### src/rtl/xlock_pkg.sv
package xlock_pkg;
    localparam int CODE_W = 3;

    typedef enum logic [1:0] {
        LK_OFF  = 2'd0,
        LK_FREE = 2'd1,
        LK_HELD = 2'd2,
        LK_DEAD = 2'd3
    } lk_state_e;

    localparam logic [CODE_W-1:0] C_NOP  = 3'd0;
    localparam logic [CODE_W-1:0] C_DIS  = 3'd1;
    localparam logic [CODE_W-1:0] C_UNLK = 3'd2;
    localparam logic [CODE_W-1:0] C_LOCK = 3'd3;
    localparam logic [CODE_W-1:0] C_FA   = 3'd5;
    localparam logic [CODE_W-1:0] C_FB   = 3'd6;
endpackage

### src/rtl/xlock_force_seq.sv
module xlock_force_seq
    import xlock_pkg::*;
(
    input  logic              clk,
    input  logic              rst_n,
    input  logic              wr_en,
    input  logic              wr_sel,
    input  logic [CODE_W-1:0] wr_code,
    output logic              fire
);
    typedef struct packed {
        logic armed;
    } seq_t;

    seq_t s_d, s_q;
    logic is_a, is_b;

    always_comb begin
        is_a = wr_en && wr_sel && (wr_code == C_FA);
        is_b = wr_en && wr_sel && (wr_code == C_FB);
        fire = s_q.armed && is_b;
        s_d  = s_q;
        // any write re-decides the arming; only step A arms
        if (wr_en) s_d.armed = is_a;
    end

    always_ff @(posedge clk) begin
        if (!rst_n) s_q <= '0;
        else        s_q <= s_d;
    end

    AST_ARM_ON_A: assert property (@(posedge clk) disable iff (!rst_n)
        is_a |=> s_q.armed);
    AST_ABORT_OTHER: assert property (@(posedge clk) disable iff (!rst_n)
        (wr_en && !is_a) |=> !s_q.armed);
    AST_IDLE_KEEPS: assert property (@(posedge clk) disable iff (!rst_n)
        !wr_en |=> $stable(s_q.armed));
endmodule

### src/rtl/xlock_fsm.sv
module xlock_fsm
    import xlock_pkg::*;
#(
    parameter int DOM_W = 4
) (
    input  logic              clk,
    input  logic              rst_n,
    input  logic              wr_en,
    input  logic              wr_sel,
    input  logic [CODE_W-1:0] wr_code,
    input  logic [DOM_W-1:0]  wr_dom,
    input  logic              fire,
    output lk_state_e         state,
    output logic [DOM_W-1:0]  owner
);
    typedef struct packed {
        lk_state_e        st;
        logic [DOM_W-1:0] own;
    } lk_t;

    lk_t l_d, l_q;
    logic lw;

    always_comb begin
        lw  = wr_en && wr_sel;
        l_d = l_q;
        if (lw && l_q.st != LK_DEAD) begin
            if (wr_code == C_DIS) begin
                l_d.st  = LK_DEAD;
                l_d.own = '0;
            end else begin
                unique case (l_q.st)
                    LK_OFF:  if (wr_code == C_UNLK) l_d.st = LK_FREE;
                    LK_FREE: if (wr_code == C_LOCK) begin
                        l_d.st  = LK_HELD;
                        l_d.own = wr_dom;
                    end
                    LK_HELD: if (fire || (wr_code == C_UNLK && wr_dom == l_q.own)) begin
                        l_d.st  = LK_FREE;
                        l_d.own = '0;
                    end
                    default: ;
                endcase
            end
        end
    end

    always_ff @(posedge clk) begin
        if (!rst_n) l_q <= '{st: LK_OFF, own: '0};
        else        l_q <= l_d;
    end

    assign state = l_q.st;
    assign owner = l_q.own;

    AST_DEAD_STICKY: assert property (@(posedge clk) disable iff (!rst_n)
        (l_q.st == LK_DEAD) |=> (l_q.st == LK_DEAD));
    AST_ACQ_OWNER: assert property (@(posedge clk) disable iff (!rst_n)
        (l_q.st == LK_FREE && lw && wr_code == C_LOCK)
        |=> (l_q.st == LK_HELD && l_q.own == $past(wr_dom)));
    AST_HELD_OWNER_STABLE: assert property (@(posedge clk) disable iff (!rst_n)
        (l_q.st == LK_HELD && !lw) |=> (l_q.st == LK_HELD && $stable(l_q.own)));
    AST_FOREIGN_UNLOCK: assert property (@(posedge clk) disable iff (!rst_n)
        (l_q.st == LK_HELD && lw && wr_code == C_UNLK && wr_dom != l_q.own)
        |=> (l_q.st == LK_HELD && $stable(l_q.own)));
    AST_OFF_NO_ACQ: assert property (@(posedge clk) disable iff (!rst_n)
        (l_q.st == LK_OFF && wr_code != C_UNLK && wr_code != C_DIS)
        |=> (l_q.st == LK_OFF));
endmodule

### src/rtl/xlock_reg.sv
module xlock_reg
    import xlock_pkg::*;
#(
    parameter int DOM_W = 4
) (
    input  logic              clk,
    input  logic              rst_n,
    input  logic              wr_en,
    input  logic              wr_sel,
    input  logic [2:0]        wr_code,
    input  logic [DOM_W-1:0]  wr_dom,
    input  logic [DOM_W-1:0]  chk_dom,
    output logic [1:0]        rd_state,
    output logic [DOM_W-1:0]  rd_owner,
    output logic              chk_ok
);
    logic             fire;
    lk_state_e        st;
    logic [DOM_W-1:0] own;

    xlock_force_seq u_seq (
        .clk     (clk),
        .rst_n   (rst_n),
        .wr_en   (wr_en),
        .wr_sel  (wr_sel),
        .wr_code (wr_code),
        .fire    (fire)
    );

    xlock_fsm #(.DOM_W(DOM_W)) u_fsm (
        .clk     (clk),
        .rst_n   (rst_n),
        .wr_en   (wr_en),
        .wr_sel  (wr_sel),
        .wr_code (wr_code),
        .wr_dom  (wr_dom),
        .fire    (fire),
        .state   (st),
        .owner   (own)
    );

    always_comb begin
        rd_state = st;
        rd_owner = own;
        chk_ok   = (st != LK_HELD) || (chk_dom == own);
    end

    AST_OWNER_ZERO_UNHELD: assert property (@(posedge clk) disable iff (!rst_n)
        (rd_state != 2'd2) |-> (rd_owner == '0));
    AST_FORCE_FREES: assert property (@(posedge clk) disable iff (!rst_n)
        (fire && rd_state == 2'd2) |=> (rd_state == 2'd1));
endmodule

### config.mk
export PLATFORM = sky130hd
export DESIGN_NAME = xlock_reg
export DESIGN_NICKNAME = d
export VERILOG_FILES = /design/src/rtl/xlock_pkg.sv /design/src/rtl/xlock_force_seq.sv /design/src/rtl/xlock_fsm.sv /design/src/rtl/xlock_reg.sv
export SDC_FILE = /design/constraint.sdc
export NUM_CORES = 1
export LEC_CHECK = 0
export BUFFER_PORTS_ARGS = -buffer_cell sky130_fd_sc_hd__clkbuf_2
export CAP_MARGIN = 5
export CORE_MARGIN = 4
export CORE_UTILIZATION = 41
export DETAILED_ROUTE_END_ITERATION = 8
export PLACE_DENSITY = 0.72
export REMOVE_ABC_BUFFERS = 1
export SLEW_MARGIN = 15
export SYNTH_ARGS = -nofsm -noshare
export SYNTH_HDL_FRONTEND = slang
export SYNTH_SLANG_ARGS = --single-unit
### constraint.sdc
create_clock -name clk -period 1.5 [get_ports clk]
set_input_delay 0.3 -clock clk [delete_from_list [all_inputs] [get_ports clk]]
set_output_delay 0.3 -clock clk [all_outputs]
set_load 0.03 [all_outputs]
==> impl_results.md <==
* Run status: finished, violations left
* Failing checks: setup timing
* Num rows at 12
* P_sw at 0.160 mW
* Mapped Cells at 61
* Worst-margin pin slew at 0.416 ns
* Worst slack at placement at -0.164 ns
* Hpwl dp at 1090 um
* Worst hold-check path type: in -> reg
* Clk buf depth at 2
* RSZ-0062 raised after global routing: yes
* TNS Setup at -0.702 ns
* Final Max Tran Viols at 0
* ANT nets after route at 0
* CTS tree: yes
* PortBufs at 21
* Setup WS post-layout at -0.160 ns
* Finished Layout Cells at 119
* Critical R2R Capture: u_fsm.owner[0]
* Synth unique cells at 24
* Required time of the critical path at 1.20 ns
* Synth warnings at 0
* Post-synthesis mux area share at 0.0926
* Slew headroom at 0.722
* P_int at 0.377 mW
* Yosys reg bits at 7
* Number of top-level pins at 22
* WS Path Type: reg -> out
* Post-synthesis xor/xnor area fraction at 0.130
* Switching portion of total power at 0.298
* N_diodes at 0
* DRT Pass-1 Iters at 4
* Comb pwr share at 0.314
* Synth top area cells: dfxtp_1, ha_1, mux2i_1
* Post-synthesis compound-gate area fraction at 0.181
* Die width at 44.3 um
* Netlist Area Pre-Place at 541 um^2
* Static Leak at 0.430 nW
* Num CTS Buffers at 3
* Routed via count at 618
* Placed Cells at 108
* EDFF count, synth at 0
* Hold_ws at 0.303 ns
* Number of global-route vias before repair at 586
* Simple-Gate Fraction of Synth Area at 0.231
* GR Overflow Total at 0
* Area leader, netlist: dfxtp_1
* First-pass GRT wire length at 2550 um
* Hold endpoint: u_fsm.owner[3]
* Worst skew pair latency at 0.25 ns
* Layout Nets at 125
* # H-tree levels at 1
* Top-count cell post-synth: nand2_1
* CP arrival at 1.36 ns
* Synth top area share at 0.259
* Hold-fix buffers at CTS at 0
* Slowest cell on crit path: dfxtp_2
* Std-Cell Core Area at 1170 um^2
* Worst r2r src: u_fsm.owner[0]
* Clock power frac at 0.320
* Final-layout fill cell count at 70
* Die height at 44.3 um
* Hold path start: wr_dom[3]
* Worst setup EP type: output pin
* Initial antenna violation count at 0
* Seq pwr share at 0.367
* R2R Setup Slk at -0.13 ns
* Largest family of logic cells by synthesized area: simple AND/OR/NAND/NOR gates
* Seq/Total Area, Yosys at 0.259
* Final Hold Fails at 0
* Max Cap Violations at 0
* Worst Reg-to-Reg Cells at 6
* Clock skew at 0.0118 ns
* Synth Area in Adders at 0.0926
* Max Fclk at 602 MHz
* Via density at 5.19
* Slowest stage delay, CP at 0.34 ns
* Initial DRC Count at 6
* Asr flop ratio synth at 0
* Peak VDD IR at 0.000472 V
* DR DRC count at 0
* P per Cell Area at 569 nW/um^2
* Synth top cells by count: nand2_1, dfxtp_1, mux2i_1, xor2_1, ha_1
* Final Util at 0.807
* Most used DFF post-synth: dfxtp_1
* Final WL at 1670 um
* Startpoint type of the worst setup path: flop
* Initial core utilization at 0.462
* Final Cycle Share at 1.11
* Worst-path clk slew at 0.06 ns
* Layout cells sized above 1 at 0.600
* Die area at 1960 um^2
* Largest net degree at the start of global routing at 9
* CP Max Fanout at 2
* Root buffer cell: clkbuf_4
* Sink Count at 7
* Count of final setup violators at 6
* WHS Path Cells at 3
* Crit path time final at 1.66 ns
* RePlAce Congestion at 0.832
* Area growth, synth to finish at 74.8%
* DR WL/cell at 14.0 um
* CP cell instances: buf_6 -> xor2_2 -> o41ai_2 -> buf_4
* Total GRT Usage at 0.172
* Synthesized area per cell at 8.86 um^2
## area by class of cell
type / instances / area (um^2) / share of cell area
Sequential cell: 7 / 146 / 0.155
Clock buffer: 4 / 26.3 / 0.0278
Timing Repair Buffer: 40 / 269 / 0.285
Inverter: 2 / 7.51 / 0.00795
Tap cell: 14 / 17.5 / 0.0185
Multi-Input combinational cell: 52 / 478 / 0.506
## sequential cells by signal (all words and copies together) (netlist names)
register / flops
u_seq.s_q: 1
u_fsm.state: 2
u_fsm.owner: 4
## cells by family after synthesis
family / count (synthesis)
flip-flops: 7
multiplexers: 5
AND/OR/NAND/NOR: 23
XOR/XNOR: 8
AO/OA/AOI/OAI: 12
buffers and inverters: 2
adder cells (fa/ha/maj): 4
## layer usage
layer | global-route usage | vias up | wire length [um]
li1 | - | 308 | -
met1 | 0.200 | 291 | 662
met2 | 0.326 | 17 | 910
met3 | 0.0244 | 2 | 83
met4 | 0.0361 | 0 | 14
met5 | 0 | - | 0
## worst max-delay path by stage
| stage | startpoint | end | slack (ns) | cells after the start |
|---|---|---|---|---|
| after floorplan | u_fsm.owner[1] | chk_ok | -0.59 | 2 |
| after global placement | wr_dom[3] | u_fsm.state[1] | -0.13 | 6 |
| after detailed placement | wr_dom[2] | u_fsm.state[1] | -0.16 | 6 |
| after CTS | u_fsm.owner[3] | chk_ok | -0.20 | 4 |
| after global routing | u_fsm.owner[2] | chk_ok | -0.25 | 4 |
| final | u_fsm.owner[2] | chk_ok | -0.16 | 4 |
## cell usage in the layout, fill, tap and decap left out, types with 3 or more instances in the layout
cell type / count
buf_6: 5
dfxtp_2: 5
xor2_1: 3
buf_4: 15
clkbuf_2: 20
clkbuf_4: 3
mux2i_1: 5
nand2_1: 11
## worst max-delay path, delay by kind of cell, from the launching register on
family                    cells  cell delay, ns
DFF                           1            0.34
AOI/OAI and AO/OA             1            0.29
xor gates and xnor gates      1            0.15
buffers and inverters         2            0.33
## power groups by stage
stage               Combinational, mW  Clock [mW]  Sequential [mW]
finish                          0.168       0.172            0.197
floorplan                      0.0550           0            0.211
CTS                             0.156       0.176            0.197
global route                    0.181       0.190            0.198
detailed placement              0.130           0            0.200
global placement                0.127           0            0.200
## through the flow
step	instance area (um^2)	power [mW]
after global routing	945	0.569
after detailed placement	753	0.330
after CTS	905	0.528
after global placement	753	0.327
final	945	0.537
after floorplan	541	0.266
## repair_timing
item,CTS,global route
gates resized for setup,21,8
pin swaps,9,3
buffers inserted,6,1
setup endpoints to repair,7,7
Note: power is estimated with default switching activity, not from simulation.
